<file path="config.mk">
export PLATFORM = sky130hd
export DESIGN_NAME = serial_audio_port
export DESIGN_NICKNAME = d
export VERILOG_FILES = /design/src/rtl/sap_pkg.sv /design/src/rtl/sap_sync.sv /design/src/rtl/sap_rx.sv /design/src/rtl/sap_tx.sv /design/src/rtl/serial_audio_port.sv
export SDC_FILE = /design/constraint.sdc
export NUM_CORES = 1
export LEC_CHECK = 0
export BUFFER_PORTS_ARGS = -buffer_cell sky130_fd_sc_hd__buf_2
export CAP_MARGIN = 30
export CORE_ASPECT_RATIO = 0.9
export CORE_MARGIN = 1.5
export CORE_UTILIZATION = 65
export DETAILED_ROUTE_END_ITERATION = 8
export HOLD_SLACK_MARGIN = 0.03
export PLACE_DENSITY_LB_ADDON = 0.25
export SLEW_MARGIN = 20
export SYNTH_ARGS = -nofsm -noshare
export SYNTH_HDL_FRONTEND = slang
export SYNTH_SLANG_ARGS = --single-unit
</file>
<file path="constraint.sdc">
create_clock -name clk -period 11.7 [get_ports clk]
set_input_delay 0 -clock clk [delete_from_list [all_inputs] [get_ports clk]]
set_output_delay 0 -clock clk [all_outputs]
set_load 0.01 [all_outputs]
</file>
<file path="src/rtl/sap_pkg.sv">
package sap_pkg;

    typedef enum logic [1:0] {
        FR_I2S = 2'd0,
        FR_MSB = 2'd1,
        FR_LSB = 2'd2
    } frame_e;

    // receive framing: 000 I2S, 100 MSB-justified, everything else right-aligned
    function automatic frame_e rx_frame(input logic [2:0] code);
        if (code == 3'b000)      return FR_I2S;
        else if (code == 3'b100) return FR_MSB;
        else                     return FR_LSB;
    endfunction

    // transmit framing: 000 I2S, 001..011 right-aligned, 1xx MSB-justified
    function automatic frame_e tx_frame(input logic [2:0] code);
        if (code == 3'b000)  return FR_I2S;
        else if (code[2])    return FR_MSB;
        else                 return FR_LSB;
    endfunction

    // right-aligned word length: sel 1/2/3 -> max-4 / max-2 / max
    function automatic int lsb_len(input logic [1:0] sel, input int max_w);
        return max_w - 2 * (3 - int'(sel));
    endfunction

endpackage

</file>
<file path="src/rtl/sap_sync.sv">
module sap_sync (
    input  logic clk,
    input  logic rst_n,
    input  logic bck,
    input  logic ws,
    input  logic sdi,
    output logic rise,
    output logic fall,
    output logic ws_s,
    output logic sdi_s
);
    typedef struct packed {
        logic bck1;
        logic bck2;
        logic ws1;
        logic sdi1;
    } sync_t;

    sync_t q, d;

    always_comb begin
        d      = q;
        d.bck1 = bck;
        d.bck2 = q.bck1;
        d.ws1  = ws;
        d.sdi1 = sdi;
    end

    always_ff @(posedge clk) begin
        if (!rst_n) q <= '0;
        else        q <= d;
    end

    assign rise  = q.bck1 & ~q.bck2;
    assign fall  = ~q.bck1 & q.bck2;
    assign ws_s  = q.ws1;
    assign sdi_s = q.sdi1;
endmodule

</file>
<file path="src/rtl/sap_rx.sv">
module sap_rx
    import sap_pkg::*;
#(
    parameter int WORD_W = 20,
    parameter int CNT_W  = 6
) (
    input  logic              clk,
    input  logic              rst_n,
    input  logic              rise,
    input  logic              ws_s,
    input  logic              sdi_s,
    input  logic [2:0]        fmt,
    output logic [WORD_W-1:0] rx_left,
    output logic [WORD_W-1:0] rx_right,
    output logic              rx_valid
);
    localparam logic [CNT_W-1:0] CNT_MAX = '1;

    typedef struct packed {
        logic              ws_prev;
        logic              armed;
        logic [CNT_W-1:0]  cnt;
        logic [WORD_W-1:0] sh;
        logic [WORD_W-1:0] msbw;
        logic [WORD_W-1:0] lhold;
        logic [WORD_W-1:0] left;
        logic [WORD_W-1:0] right;
        logic              valid;
    } rx_t;

    rx_t q, d;

    function automatic logic [WORD_W-1:0] sext(input logic [WORD_W-1:0] v, input int len);
        logic [WORD_W-1:0] r;
        for (int i = 0; i < WORD_W; i++) r[i] = (i < len) ? v[i] : v[len-1];
        return r;
    endfunction

    always_comb begin
        frame_e            mode;
        logic              trans;
        logic [CNT_W-1:0]  slot;
        logic [WORD_W-1:0] done;
        int                idx;
        d     = q;
        d.valid = 1'b0;
        mode  = rx_frame(fmt);
        trans = ws_s != q.ws_prev;
        done  = (mode == FR_LSB) ? sext(q.sh, lsb_len(fmt[1:0], WORD_W)) : q.msbw;
        slot  = q.cnt;
        idx   = 0;
        if (rise) begin
            if (trans) begin
                if (q.armed) begin
                    if (!q.ws_prev) begin
                        d.lhold = done;
                    end else begin
                        d.left  = q.lhold;
                        d.right = done;
                        d.valid = 1'b1;
                    end
                end
                d.armed = 1'b1;
                slot    = '0;
                d.sh    = '0;
                d.msbw  = '0;
            end
            d.sh = {d.sh[WORD_W-2:0], sdi_s};
            idx  = int'(slot) - ((mode == FR_I2S) ? 1 : 0);
            if (idx >= 0 && idx < WORD_W) d.msbw[WORD_W-1-idx] = sdi_s;
            d.cnt     = (slot == CNT_MAX) ? slot : slot + 1'b1;
            d.ws_prev = ws_s;
        end
    end

    always_ff @(posedge clk) begin
        if (!rst_n) begin
            q         <= '0;
            q.ws_prev <= 1'b1;
        end else begin
            q <= d;
        end
    end

    assign rx_left  = q.left;
    assign rx_right = q.right;
    assign rx_valid = q.valid;

    // a strobe only follows a sampled bit-clock edge
    p_valid_after_rise_r4: assert property (@(posedge clk) disable iff (!rst_n)
        q.valid |-> $past(rise));
    // strobe is one clock wide
    p_valid_pulse_r4: assert property (@(posedge clk) disable iff (!rst_n)
        q.valid |=> !q.valid);
    // a channel change restarts slot numbering
    p_slot_restart_r3: assert property (@(posedge clk) disable iff (!rst_n)
        (rise && (ws_s != q.ws_prev)) |=> (q.cnt == 1));
    // output words hold between strobes
    p_words_hold_r4: assert property (@(posedge clk) disable iff (!rst_n)
        !q.valid |-> ($stable(q.left) && $stable(q.right)));
endmodule

</file>
<file path="src/rtl/sap_tx.sv">
module sap_tx
    import sap_pkg::*;
#(
    parameter int WORD_W = 20,
    parameter int CNT_W  = 6
) (
    input  logic              clk,
    input  logic              rst_n,
    input  logic              fall,
    input  logic              ws_s,
    input  logic [2:0]        fmt,
    input  logic [WORD_W-1:0] tx_left,
    input  logic [WORD_W-1:0] tx_right,
    output logic              sdo
);
    localparam logic [CNT_W-1:0] CNT_MAX = '1;

    typedef struct packed {
        logic              ws_prev;
        logic [CNT_W-1:0]  cnt;
        logic [CNT_W:0]    len;
        logic [WORD_W-1:0] word;
        logic              sdo;
    } tx_t;

    tx_t q, d;

    always_comb begin
        frame_e            mode;
        logic              trans;
        logic [CNT_W-1:0]  slot;
        logic [WORD_W-1:0] cur;
        int                idx;
        d     = q;
        mode  = tx_frame(fmt);
        trans = ws_s != q.ws_prev;
        slot  = (q.cnt == CNT_MAX) ? q.cnt : q.cnt + 1'b1;
        cur   = q.word;
        idx   = -1;
        if (fall) begin
            if (trans) begin
                slot   = '0;
                d.len  = {1'b0, q.cnt} + 1'b1;
                cur    = ws_s ? tx_right : tx_left;
                d.word = cur;
            end
            d.sdo = 1'b0;
            unique case (mode)
                FR_I2S: begin
                    idx = int'(slot) - 1;
                    if (idx >= 0 && idx < WORD_W) d.sdo = cur[WORD_W-1-idx];
                end
                FR_MSB: begin
                    idx = int'(slot);
                    if (idx < WORD_W) d.sdo = cur[WORD_W-1-idx];
                end
                default: begin
                    idx = int'(q.len) - 1 - int'(slot);
                    if (idx >= 0 && idx < lsb_len(fmt[1:0], WORD_W)) d.sdo = cur[idx];
                end
            endcase
            d.cnt     = slot;
            d.ws_prev = ws_s;
        end
    end

    always_ff @(posedge clk) begin
        if (!rst_n) begin
            q         <= '0;
            q.ws_prev <= 1'b1;
        end else begin
            q <= d;
        end
    end

    assign sdo = q.sdo;

    // output moves only after a bit-clock falling edge
    p_sdo_on_fall_r9: assert property (@(posedge clk) disable iff (!rst_n)
        !fall |=> $stable(q.sdo));
    // a channel change starts a new half-frame at slot 0
    p_tx_slot0_r7: assert property (@(posedge clk) disable iff (!rst_n)
        (fall && (ws_s != q.ws_prev)) |=> (q.cnt == 0));
endmodule

</file>
<file path="src/rtl/serial_audio_port.sv">
module serial_audio_port #(
    parameter int WORD_W = 20,
    parameter int CNT_W  = 6
) (
    input  logic              clk,
    input  logic              rst_n,
    input  logic              bck,
    input  logic              ws,
    input  logic              sdi,
    input  logic [2:0]        fmt,
    input  logic [WORD_W-1:0] tx_left,
    input  logic [WORD_W-1:0] tx_right,
    output logic              sdo,
    output logic [WORD_W-1:0] rx_left,
    output logic [WORD_W-1:0] rx_right,
    output logic              rx_valid
);
    logic rise, fall, ws_s, sdi_s;

    sap_sync u_sync (
        .clk(clk), .rst_n(rst_n), .bck(bck), .ws(ws), .sdi(sdi),
        .rise(rise), .fall(fall), .ws_s(ws_s), .sdi_s(sdi_s)
    );

    sap_rx #(.WORD_W(WORD_W), .CNT_W(CNT_W)) u_rx (
        .clk(clk), .rst_n(rst_n), .rise(rise), .ws_s(ws_s), .sdi_s(sdi_s),
        .fmt(fmt), .rx_left(rx_left), .rx_right(rx_right), .rx_valid(rx_valid)
    );

    sap_tx #(.WORD_W(WORD_W), .CNT_W(CNT_W)) u_tx (
        .clk(clk), .rst_n(rst_n), .fall(fall), .ws_s(ws_s), .fmt(fmt),
        .tx_left(tx_left), .tx_right(tx_right), .sdo(sdo)
    );
endmodule

</file>
* Word-level counts from Yosys, hierarchy flattened
Index checks and enable logic that the tools add are counted.
** Operators by class
- Equal/unequal tests :: 11
- Bitwise gates (word level) :: 4
- Reductions and logical operators :: 12
- Mux-type cells :: 60
- Add/sub/neg operators :: 13
- Shift operators :: 0
- $lt $le $gt $ge :: 33
- Divide/modulo/power cells :: 0
- $mul :: 0
** Operators by type and width (number)
- 5-bit by 32-bit < comparator with 1-bit output (first input constant) :: 8
- 100-bit two-way mux :: 2
- 32-bit by 7-bit < comparator with 1-bit output (second input constant) :: 5
- 32-bit by 1-bit >= comparator with 1-bit output (second input constant) :: 4
- 4-bit by 32-bit < comparator with 1-bit output (first input constant) :: 4
- 6-bit by 32-bit < comparator with 1-bit output (first input constant) :: 4
- 20-bit two-way mux :: 6
- 6-bit by 32-bit subtractor with 32-bit output (first input constant) :: 3
- 3-bit by 32-bit < comparator with 1-bit output (first input constant) :: 2
- 32-bit by 6-bit < comparator with 1-bit output (second input constant) :: 2
- 61-bit two-way mux :: 1
- 41-bit two-way mux :: 1
- 6-bit two-way mux :: 6
- 1-bit two-way mux :: 33
- 1-bit by 32-bit < comparator with 1-bit output (first input constant) :: 1
- 2-bit by 32-bit < comparator with 1-bit output (first input constant) :: 1
- 32-bit < comparator :: 1
- 32-bit by 2-bit subtractor with 32-bit output (second input constant) :: 1
- 32-bit by 7-bit subtractor with 32-bit output :: 1
- 7-bit by 32-bit subtractor with 32-bit output :: 1
- 1-bit binary-select mux with 5-bit select :: 4
- 20-bit bitwise mux :: 1
- 6-bit by 1-bit adder with 6-bit output (second input constant) :: 2
- 6-bit == test (second input constant) :: 2
- 22 further kinds :: 37
** Storage, ports and cells
- Latch bits :: 0
- Flip-flop bits (word level) :: 148
- Bits in read-only memories :: 0
- Memories kept :: 0
- Memory bits (writable) :: 0
- Input bits :: 48
- Output and inout port bits :: 42

* Depth between registers and ports, before layout
Gate-level depths: netlist (run 1).
- Depth in word-level cells :: 14
- Depth in mapped cells :: 20
- Depth with buffers taken out :: 19

* Cells and area by module
From an unflattened synthesis (run 1), not the netlist that was laid out.
** Unflattened totals
- Cells, all modules :: 1115
- Area, all modules :: 9152.5 um^2
** By module, submodules not included
- sap_rx :: sequential area each 2182.1 um^2, area an instance 5467.7 um^2, times used 1, cells each 681
- sap_tx :: sequential area each 700.7 um^2, area an instance 3567.2 um^2, times used 1, cells each 424
- sap_sync :: sequential area each 80.1 um^2, area an instance 117.6 um^2, times used 1, cells each 10

* Worst setup path before layout (run 1)
No wires, ideal clock.
- Kind :: register to register
- Start :: reg u_tx.q[28] (netlist bit)
- End :: reg u_tx.q (netlist bit u_tx.sdo)
- Setup slack :: 7.608 ns
- Arrival :: 4.010 ns
- Path buffers :: 1
- Cell stages (with the launch flop) :: 20
- Library setup time :: 0.082 ns
- Data required time :: 11.618 ns
- Path through :: dfxtp_1 -> ha_1 -> nand3_2 -> nor2_1 -> mux2i_1 -> buf_2 -> inv_1 -> ha_1 -> nor2b_1 -> o211ai_1 -> a31oi_1 -> nand2_1 -> nand2_1 -> ha_1 -> nor4b_1 -> nand4_1 -> nor4_1 -> o2111ai_1 -> a311o_1 -> o2111ai_1
** On the way
- Cells in the longest elaborated chain, start to end :: 11
- Elaborated cells on any way between the ends :: 29
** RTL lines
- start, declared :: line sap_tx.sv:26 : tx_t q, d;
- 6-bit by 1-bit adder with 6-bit output or 6-bit == test (tied branches) :: line sap_tx.sv:37 : slot = (q.cnt == CNT_MAX) ? q.cnt : q.cnt + 1'b1;
- 6-bit two-way mux (*) :: line sap_tx.sv:37
- 6-bit two-way mux (*) :: line sap_tx.sv:41 : if (trans) begin
- 6-bit two-way mux (*) :: line sap_tx.sv:40 : if (fall) begin
- 6-bit by 1-bit subtractor with 7-bit output :: line sap_tx.sv:50 : idx = int'(slot) - 1;
- 6-bit by 32-bit subtractor with 32-bit output :: line sap_tx.sv:51 : if (idx >= 0 && idx < WORD_W) d.sdo = cur[WORD_W-1-idx];
- 1-bit binary-select mux with 5-bit select :: line sap_tx.sv:51
- 1-bit two-way mux (implied by the code) (2 in a row) :: line sap_tx.sv:51
- 1-bit two-way mux :: line sap_tx.sv:51
- 1-bit case mux with 2 select lines (*) :: line sap_tx.sv:48 : unique case (mode)
Every way passes the cells marked *; elsewhere a longest branch is shown, timed or not. The select of a mux whose other input is x is not followed.
A chain may end at the register's enable or synchronous reset.

* Worst setup path in the final report (run 1)
- Start :: reg u_sync.q (netlist bit u_sync.ws_s)
- End :: reg u_tx.q (netlist bit u_tx.sdo)
** On the way
- Cells in the longest elaborated chain, start to end :: 10
- Elaborated cells on any way between the ends :: 30
** RTL lines
- start, declared :: line sap_sync.sv:19 : sync_t q, d;
- start signal, assigned :: line sap_sync.sv:30 : if (!rst_n) q <= '0;
- start signal, assigned :: line sap_sync.sv:31 : else q <= d;
- 1-bit inequality test :: line sap_tx.sv:36 : trans = ws_s != q.ws_prev;
- 6-bit two-way mux :: line sap_tx.sv:41
- 6-bit two-way mux :: line sap_tx.sv:40
- 6-bit by 1-bit subtractor with 7-bit output :: line sap_tx.sv:50
- 6-bit by 32-bit subtractor with 32-bit output :: line sap_tx.sv:51
- 1-bit binary-select mux with 5-bit select :: line sap_tx.sv:51
- 1-bit two-way mux (implied by the code) (2 in a row) :: line sap_tx.sv:51
- 1-bit two-way mux :: line sap_tx.sv:51
- 1-bit case mux with 2 select lines (*) :: line sap_tx.sv:48
Marks and branches as above.

==> results of run 1 <==
[layout make-up]
class | count | area [sq um]
flip-flops and latches | 148 | 2960
fillers | 966 | 3200
well taps | 189 | 236
multi-input cells | 860 | 5490
clock buffers | 21 | 460
clock inverters | 10 | 120
inverters | 26 | 100
repair buffers | 145 | 993
[registers in the layout (all words and copies together) (netlist names)]
register	cells
u_rx.q	68
u_tx.q	34
u_rx.rx_left	20
u_rx.rx_right	20
u_rx.rx_valid	1
u_sync.d	1
u_sync.q	1
u_sync.sdi_s	1
u_sync.ws_s	1
u_tx.sdo	1
[what timing repair did]
item / in CTS / in global routing
gates resized for setup: 0 / 0
hold buffers: 43 / 0
endpoints found under the hold margin: 23 / 0
[per-stage QoR]
step	hold WS, ns	area, sq um	setup WS (ns)	std cells
finish	0.0661	10400	6.73	1399
global route	0.0970	10400	6.22	1399
CTS	0.0602	10300	6.77	1398
detailed placement	0.219	9330	6.79	1324
global placement	0.214	9310	7.03	1323
floorplan	0.127	9150	7.61	1151
[critical path: stages, from the launching register on]
cell and delay (ns):
dfxtp_2 0.31, buf_4 0.30, xnor2_1 0.70, nand3_2 0.47, inv_4 0.24, ha_1 0.21, fa_1 0.22, nor2b_1 0.07
o31a_1 0.27, o21ai_0 0.45, nand2_1 0.12, ha_1 0.29, nor4b_1 0.28, nand4_1 0.14, nor4_1 0.22, o2111ai_1 0.16
a311o_1 0.34, o2111ai_1 0.09
[Yosys cell counts (14+ instances only)]
cell type,number
and2_1,25
a21oi_1,56
nand2_1,261
mux2i_1,44
ha_1,37
nand2b_1,14
nor2_1,42
o211a_1,25
inv_1,25
nor2b_1,20
a21boi_0,59
buf_4,41
o22ai_1,16
dfxtp_1,148
nand3_1,20
o21ai_0,50
clkbuf_1,61
[per-layer routing]
metal | vias up | global-route usage | part of all wire
met4 | 0 | 0.0906 | 0.016
met2 | 406 | 0.506 | 0.45
li1 | 4089 | - | -
met1 | 3942 | 0.450 | 0.45
met5 | - | 0 | 0
met3 | 51 | 0.0854 | 0.086
[kinds of logic (layout without fill, tap and decap cells)]
logic type / count (synthesis) / after routing / synth area share
compound gates: 290 / 290 / 0.220
xor+xnor: 23 / 23 / 0.0249
fa+ha+maj: 38 / 38 / 0.0528
buf+inv: 143 / 202 / 0.0773
flops: 148 / 148 / 0.324
mux: 54 / 54 / 0.0691
simple gates: 455 / 455 / 0.232
[power by group through the flow]
| stage | Clock, mW | Combinational [mW] | Sequential [mW] |
|---|---|---|---|
| 2_1_floorplan | 0 | 0.139 | 0.524 |
| 3_3_place_gp | 0 | 0.179 | 0.527 |
| 3_5_place_dp | 0 | 0.182 | 0.527 |
| 4_1_cts | 0.546 | 0.198 | 0.516 |
| 5_1_grt | 0.570 | 0.224 | 0.517 |
| 6_report | 0.547 | 0.205 | 0.516 |
[final timing paths]
kind	end	slack [ns]	depth (start not counted)
max	u_tx.sdo	6.73	17
min	u_rx.q[108]	0.07	2
max reg2reg	u_tx.sdo	6.73	17
min reg2reg	u_rx.q[74]	0.45	2
==> metrics, run 1 <==
synth top area cells dfxtp_1 32%, nand2_1 11%, ha_1 5.1%; Net Sw Power 0.346 mW; Post-synth EDFFs 0; Period minus WS final 4.97 ns; CTS Buf Count 17; Sw Share 0.273; clock sinks 148; vias per inst 6.07; Slew @ Worst Pin 0.979 ns; most common cell after layout, fill and taps aside nand2_1; worst vdd ir 107 uV; Seq cells post-synth 148; Layout Skew 0.00733 ns; initial antenna violation count 0; largest net degree at the start of global routing 87; startpoint types flop; chip height 116 microns; DR DRC count 0; outcome finished, final reports clean; Seq/Total Area, Yosys 0.324; GRT Residual Overflow 0; ys async rst share 0; # diodes 0; port buffer count 89; Pint 0.922 mW; most frequent cells in the layout 261 x nand2_1, 147 x dfxtp_1, 89 x buf_2, 59 x a21boi_0, 56 x a21oi_1; P_leak 4.18 nW; Cell variety after synth 71; final setup TNS 0 ns; Die ar. 0.0148 sq mm; RSZ-0062 raised after global routing false; Hold Path Class primary input to flop; share of the synthesized area in the top cell type 0.324; Slew Limit Fails 0; worst-path fanout max 42; Iteration-0 DRC Markers 794; post-CTS setup buffers 0; total wire length 23600 microns; fmax 201 MHz; clock share of power 0.431; row count 40; root buffer cell clkbuf_16; final setup fails 0; GP Congestion 0.952; DP HPWL 15500 microns; vias in the first global route 7781; routed via count 8488; I/O pins 90; Max Root-Sink Buffers 2; Yosys top cell by area dfxtp_1; Yosys warnings 0; crit path from u_sync.ws_s; layout cells sized above 1 0.136; RR Startpoint u_sync.ws_s; post-route ant nets 0; Total Power Consumption 1.27 mW; fin crit share 0.425; Mean Syn Cell Area 7.95 sq um; Final nets 1284; CP Capture Type flop; Total Routing Usage GR 0.325; sequential share of power 0.407; slew margin rel. 0.346; CTS H-tree depth 4; max-cap viol count 0; Post-Syn Area 0.00915 sq mm; Combinational Power Share 0.162; Hold Fails Final Rpt 0; die width 128 microns; first-pass GRT wire length 38200 microns; Clock Latency Late Sink 0.43 ns; CP Class flop to flop; Starting Density 0.674; clk slew on worst S/H paths 0.06 ns; hold path start rst_n; Synth-to-Final Area Change 13.3%; crit path DAT 5.33 ns; pwr/cell area 122 mW/mm^2; Core ar. 0.0136 sq mm; Most used DFF post-synth dfxtp_1; Final Core Density 0.764; Avg WL per Cell 16.8 microns; instance count of the mapped netlist 1151; critical path data required time 12.05 ns; Synthesized Nets 1237; TritonCTS clock tree done; Pre-antenna DRT Iters 5
Note: power is estimated with default switching activity, not from simulation.
==> run 2, diff against run 1 <==
- CORE_UTILIZATION: 65 -> 54
- clock period: 11.7 -> 4.3 ns (I/O delays scaled with it)
==> run 2 against run 1 <==
Sequential power rose to 2.7 times the previous value. First-iteration DRC count fell by 4.4%. Sequential share of layout area fell by 0.34 points. Fmax increased by 26%. Sequential cell count unchanged. Clock skew up 0.0043 ns. Count of clock-buffer cells in the layout fell by 4. Combinational power grew to 2.8 times the previous value. Non-clock buffer count rose by 13. Design area rose by 1.3%. Total power rose to 2.7 times the previous value. Critical path depth shrank 4. Critical path type unchanged. Critical endpoint is now u_rx.q[68]. Highest routed layer unchanged.
==> metrics, run 2 (synthesized netlist as in run 1, its figures left out) <==
total wire length 23600 microns (+0.34%); GRT Residual Overflow 0 (unchanged); initial antenna violation count 0 (unchanged); CP Capture Type flop; CTS H-tree depth 4 (unchanged); # diodes 0 (unchanged); Final Core Density 0.642 (-0.122); port buffer count 89 (unchanged); Largest register FFs 68 (unchanged); die width 140 microns (+9.5%); DP HPWL 16200 microns (+4.8%); crit path DAT 4.27 ns (-1.06 ns); row count 44 (+10%); first-pass GRT wire length 38600 microns (+1.2%); most frequent cells in the layout 261 x nand2_1, 146 x dfxtp_1, 88 x buf_2, 59 x a21boi_0, 56 x a21oi_1; largest net degree at the start of global routing 81 (-6.9%); FILL cells 1371 (+42%); worst-path fanout max 18 (-57%); Total Routing Usage GR 0.271 (-0.0547); outcome finished, final reports clean; Pre-antenna DRT Iters 5 (unchanged); Hold Path Class primary input to flop; Core ar. 0.0164 sq mm (+21%); Top Registers u_rx.q (68), u_tx.q (34); Iteration-0 DRC Markers 759 (-4.4%); fmax 253 MHz (+26%); Synth-to-Final Area Change 14.7%; final setup fails 0 (unchanged); worst vdd ir 286 uV (+170%); max-cap viol count 0 (unchanged); RSZ-0062 raised after global routing false; Hold Fails Final Rpt 0 (unchanged); Final nets 1297 (+1.0%); fin crit share 0.917 (+0.492); post-route ant nets 0 (unchanged); Avg WL per Cell 16.5 microns (-1.9%); slew margin rel. 0.385 (+0.0398); Max Root-Sink Buffers 2 (unchanged); Largest Register u_rx.q; startpoint types flop; clock sinks 148 (unchanged); CP Class flop to flop; final cell count without fillers 1431 (+2.3%); vias per inst 5.87 (-3.2%); most common cell after layout, fill and taps aside nand2_1; GP Congestion 0.908 (-4.6%); chip height 126 microns (+9.5%); critical path data required time 4.63 ns (-7.42 ns); P_leak 4.25 nW (+1.7%); vias in the first global route 7696 (-1.1%); Clock Latency Late Sink 0.43 ns (about the same); I/O pins 90 (unchanged); routed via count 8402 (-1.0%); Layout Skew 0.0116 ns (+0.00427 ns); TritonCTS clock tree done; Die ar. 0.0177 sq mm (+20%); DR DRC count 0 (unchanged); pwr/cell area 331 mW/mm^2 (+170%); Slew @ Worst Pin 0.919 ns (-0.0602 ns); CTS Buf Count 17 (unchanged); clk slew on worst S/H paths 0.07 ns (about the same); Starting Density 0.559 (-0.115); Slew Limit Fails 0 (unchanged); Inst Count DP 1354 (+2.3%); layout cells sized above 1 0.150 (+0.0140); root buffer cell clkbuf_16; Period minus WS final 3.94 ns (-1.03 ns); final setup TNS 0 ns (unchanged)
[run 2: layout make-up]
cell class,instances,area [sq um],area share
multi-input combinational,860,5500,0.525
sequential,148,2970,0.283
timing repair buffer,158,1080,0.103
clock buffer,17,425,0.0406
tap,207,259,0.0247
clock inverter,15,160,0.0153
inverter,26,100,0.00954
[run 2: path summary, 6_finish.rpt]
path	start	end	slack, ns	cells after the start
hold / removal	fmt[2]	u_tx.sdo	0.1	4
setup / recovery	u_sync.ws_s	u_rx.q[68]	0.36	13
hold reg to reg	u_rx.rx_right[12]	u_rx.rx_right[12]	0.46	2
setup reg to reg	u_sync.ws_s	u_rx.q[68]	0.36	13
[run 2: per-stage QoR]
stage | hold slack [ns] | worst slack, ns | power, mW | cell area (sq um)
final | 0.0968 | 0.355 | 3.47 | 10500
after global routing | 0.115 | 0.0200 | 3.60 | 10500
after CTS | 0.0833 | 0.0761 | 3.47 | 10500
after detailed placement | 0.242 | 0.111 | 1.95 | 9430
after global placement | 0.239 | 0.251 | 1.94 | 9430
after floorplan | 0.127 | 0.208 | 1.81 | 9150
[run 2: repair_timing]
action / in CTS / in global routing
buffers inserted: 0 / 1
hold buffers: 44 / 0
hold endpoints to repair: 25 / 0
endpoints found under the setup margin: 0 / 1
resized for setup: 0 / 6
[run 2: power by group]
group | switching [mW] | leakage [nW] | total (mW) | internal, mW
Clock | 0.674 | 0.289 | 1.50 | 0.826
Sequential | 0.0155 | 1.20 | 1.40 | 1.39
Combinational | 0.324 | 2.76 | 0.570 | 0.246
[run 2: critical path, stage by stage (launching register included)]
cell	delay (ns)
dfxtp_2	0.34
buf_4	0.18
xnor2_4	0.43
nand2_1	0.15
ha_1	0.24
ha_1	0.30
xnor2_1	0.29
inv_1	0.12
ha_1	0.21
o21ai_0	0.29
mux2i_1	0.56
a41oi_1	0.29
nand2b_1	0.23
a22o_1	0.19
[run 2: layer usage]
layer	up-vias	wire, microns	part of all wire	track usage
met5	-	0	0	0
met1	3946	11400	0.48	0.393
met4	0	356	0.015	0.0724
li1	4116	-	-	-
met3	38	1710	0.073	0.0593
met2	302	10200	0.43	0.406
==> run 3, diff against run 2 <==
- ABC_AREA: unset -> 1
- HOLD_SLACK_MARGIN: 0.03 -> 0.06
==> run 3 against run 2 <==
Non-clock buffer count down 10. Hold slack got worse by 0.0087 ns. Total power increased by 6.2%. First-iteration DRC count rose by 7.2%. Clock power about the same. Sequential share of layout area rose by 0.052 points. Fmax grew 1.2%. Synthesized area is 0.30% higher. Critical path type unchanged. Via count grew 11%. Core utilization down 1.6 points. Sequential cell count is the same. Die area grew 0.30%.
==> metrics, run 3 <==
Total Routing Usage GR 0.284 (+0.0137); total wire length 24600 microns (+3.9%); # diodes 0 (unchanged); layout cells sized above 1 0.121 (-0.0292); crit path DAT 4.29 ns (+0.02 ns); pwr/cell area 352 mW/mm^2 (+6.4%); CTS Buf Count 17 (unchanged); largest family of logic cells by synthesized area simple AND/OR/NAND/NOR gates; CP peak stage delay 0.41 ns (-0.15 ns); CTS H-tree depth 4 (unchanged); Largest register FFs 68 (unchanged); first-pass GRT wire length 40900 microns (+5.9%); clk slew on worst S/H paths 0.08 ns (about the same); synthesized-area fraction occupied by adder cells 0.0527 (-0.000158); M1 WL 11700 microns (+2.9%); Post-Synth Simple-Gate Area 0.325 (+0.0927); routed via count 9294 (+11%); Clock Latency Late Sink 0.44 ns (about the same); Post-synth EDFFs 0 (unchanged); final setup TNS 0 ns (unchanged); Yosys top cell by area dfxtp_1; outcome finished, final reports clean; post-CTS setup buffers 0 (unchanged); Cell variety after synth 42 (-41%); GP Congestion 0.908 (about the same); WL met2 10800 microns (+6.3%); CP Capture Type flop; Top Registers u_rx.q (68), u_tx.q (34); ys async rst share 0 (unchanged); Final nets 1559 (+20%); DP HPWL 16600 microns (+2.1%); Post-DP Area 0.00942 sq mm (about the same); worst path buffer plus inverter count 1 (-1); post-synthesis mux area share 0 (-0.0691); fraction of the mapped netlist area in compound gates 0.166 (-0.0537); Post-Syn Area 0.00917 sq mm (+0.30%); CP Class flop to flop; Largest Register u_rx.q; Seq cells post-synth 148 (unchanged); Most used DFF post-synth dfxtp_1; Period minus WS final 3.90 ns (-0.0469 ns); Starting Density 0.549 (-0.0108); Iteration-0 DRC Markers 814 (+7.2%); Hold Fails Final Rpt 0 (unchanged); worst-path fanout max 7 (-11); Seq/Total Area, Yosys 0.323 (-0.000972); most frequent cells in the layout 322 x nand2_1, 161 x nor2_1, 147 x dfxtp_1, 138 x nand3_1, 134 x inv_1; startpoint types flop; Avg WL per Cell 14.5 microns (-12%); post-place setup slack 0.305 ns (+0.194 ns); share of the synthesized area in the top cell type 0.323 (-0.000972); chip height 127 microns (+0.15%); Core ar. 0.0167 sq mm (+2.3%); die width 140 microns (+0.15%); crit path cell chain ha_1 -> nand2_1 -> nor2_1 -> nand2_1 -> nand3_1 -> nand2_1 -> ha_1 -> a21oi_1 -> nand2_1 -> nand2_1 -> nand4_1 -> or2_2 -> ha_1 -> nor4_1 -> nand3_1 -> nor2_1 -> nand3_1 -> nor2_1 -> a21oi_1 -> nand3_1 -> nand2_1 -> inv_1; Max Root-Sink Buffers 2 (unchanged); top-count cell post-synth nand2_1; Synthesized Nets 1501 (+21%); P_leak 4.98 nW (+17%); top post-synthesis cells by count 322 x nand2_1, 164 x nor2_1, 148 x dfxtp_1; row count 45 (+2.3%); max-cap viol count 0 (unchanged); RSZ-0062 raised after global routing false; Final WS setup 0.402 ns (+0.0469 ns); XOR/XNOR Fraction of Synth Area 0.00955 (-0.0154); initial antenna violation count 0 (unchanged); GRT Residual Overflow 0 (unchanged); slew margin rel. 0.468 (+0.0825); clock sinks 148 (unchanged); Final Core Density 0.626 (-0.0157); port buffer count 89 (unchanged); fin crit share 0.907 (-0.0109); fmax 257 MHz (+1.2%); slack of the worst reg-to-reg path 0.40 ns (+0.05 ns); most common cell after layout, fill and taps aside nand2_1; Crit path max-delay family simple AND/OR/NAND/NOR gates; routed wl met3 1640 microns (-4.1%); final cell count without fillers 1697 (+19%); DR top layer met4; Synth-to-Final Area Change 14.1%; Slew Limit Fails 0 (unchanged); Hold Path Class primary input to flop; Inst Count DP 1623 (+20%); design area 0.0105 sq mm (-0.23%); TritonCTS clock tree done; I/O pins 90 (unchanged); largest net degree at the start of global routing 50 (-38%); root buffer cell clkbuf_16; Critical Path Slowest Stage Cell dfxtp_2; Pre-antenna DRT Iters 6 (+1); final setup fails 0 (unchanged); Die ar. 0.0178 sq mm (+0.30%); DR DRC count 0 (unchanged); Yosys warnings 0 (unchanged); critical path data required time 4.69 ns (+0.06 ns); vias per inst 5.48 (-6.7%); worst vdd ir 295 uV (+3.2%); most frequent CP cell nand2_1; synth top area cells dfxtp_1 32%, nand2_1 13%, nand3_1 7.5%; Mean Syn Cell Area 6.48 sq um (-18%); vias in the first global route 8350 (+8.5%); instance count of the mapped netlist 1415 (+23%); Slew @ Worst Pin 0.797 ns (-0.122 ns); post-route ant nets 0 (unchanged); Layout Skew 0.0136 ns (+0.00196 ns)
## run 3: cell types whose count changed after synthesis, moves of 37 or more
| cell | before | now |
|---|---|---|
| nor2_1 | 42 | 164 |
| nand3_1 | 20 | 138 |
| inv_1 | 25 | 136 |
| o21ai_0 | 50 | 119 |
| nand2_1 | 261 | 322 |
| a21boi_0 | 59 | 0 |
| mux2i_1 | 44 | 0 |
| a21oi_1 | 56 | 93 |
## run 3: kinds of logic after synthesis
| kind of cell | count (synthesis) |
|---|---|
| flops | 148 |
| simple gates | 694 |
| buf+inv | 253 |
| xor+xnor | 10 |
| compound gates | 272 |
| fa+ha+maj | 38 |
## run 3: worst paths after layout
check         startpoint           to  cells after the start
max           u_tx.q[28]     u_tx.sdo                     22
min               fmt[2]     u_tx.sdo                      7
max reg2reg   u_tx.q[28]     u_tx.sdo                     22
min reg2reg  u_sync.d[2]  u_sync.q[2]                      2
## run 3: cell type report
| type | count | area (sq um) |
|---|---|---|
| inverters | 144 | 546 |
| flip-flops and latches | 148 | 2960 |
| repair buffers | 148 | 1010 |
| fillers | 1560 | 6260 |
| clock inverters | 15 | 178 |
| well taps | 211 | 264 |
| clock buffers | 17 | 425 |
| multi-input cells | 1014 | 5080 |
## run 3: stage by stage
stage | hold WS (ns) | power, mW
finish | 0.0880 | 3.68
floorplan | 0.0976 | 2.00
global placement | 0.187 | 2.15
global route | 0.133 | 3.86
CTS | 0.0762 | 3.69
detailed placement | 0.188 | 2.16
## run 3: worst reg2reg max path, stage by stage (launching register included)
cell	delay, ns
dfxtp_2	0.41
ha_1	0.22
nand2_1	0.08
nor2_1	0.14
nand2_1	0.17
nand3_1	0.12
nand2_1	0.16
ha_1	0.41
a21oi_1	0.20
nand2_1	0.09
nand2_1	0.09
nand4_1	0.20
or2_2	0.36
ha_1	0.27
nor4_1	0.28
nand3_1	0.11
nor2_1	0.10
nand3_1	0.08
nor2_1	0.13
a21oi_1	0.07
nand3_1	0.08
nand2_1	0.05
inv_1	0.04
## run 3: where the power goes
group	internal [mW]	switching (mW)
sequential	1.41	0.0290
combinational	0.261	0.487
clock	0.786	0.714
total	2.46	1.23
## run 3: per-layer routing
layer | vias up | track usage
li1 | 4732 | -
met1 | 4204 | 0.411
met2 | 329 | 0.434
met3 | 29 | 0.0434
met4 | 0 | 0.0935
met5 | - | 0
## run 3: timing repair
item / CTS / global route
gates resized for setup: 0 / 3
endpoints found under the hold margin: 23 / 0
hold buffers: 41 / 0
endpoints found under the setup margin: 0 / 1
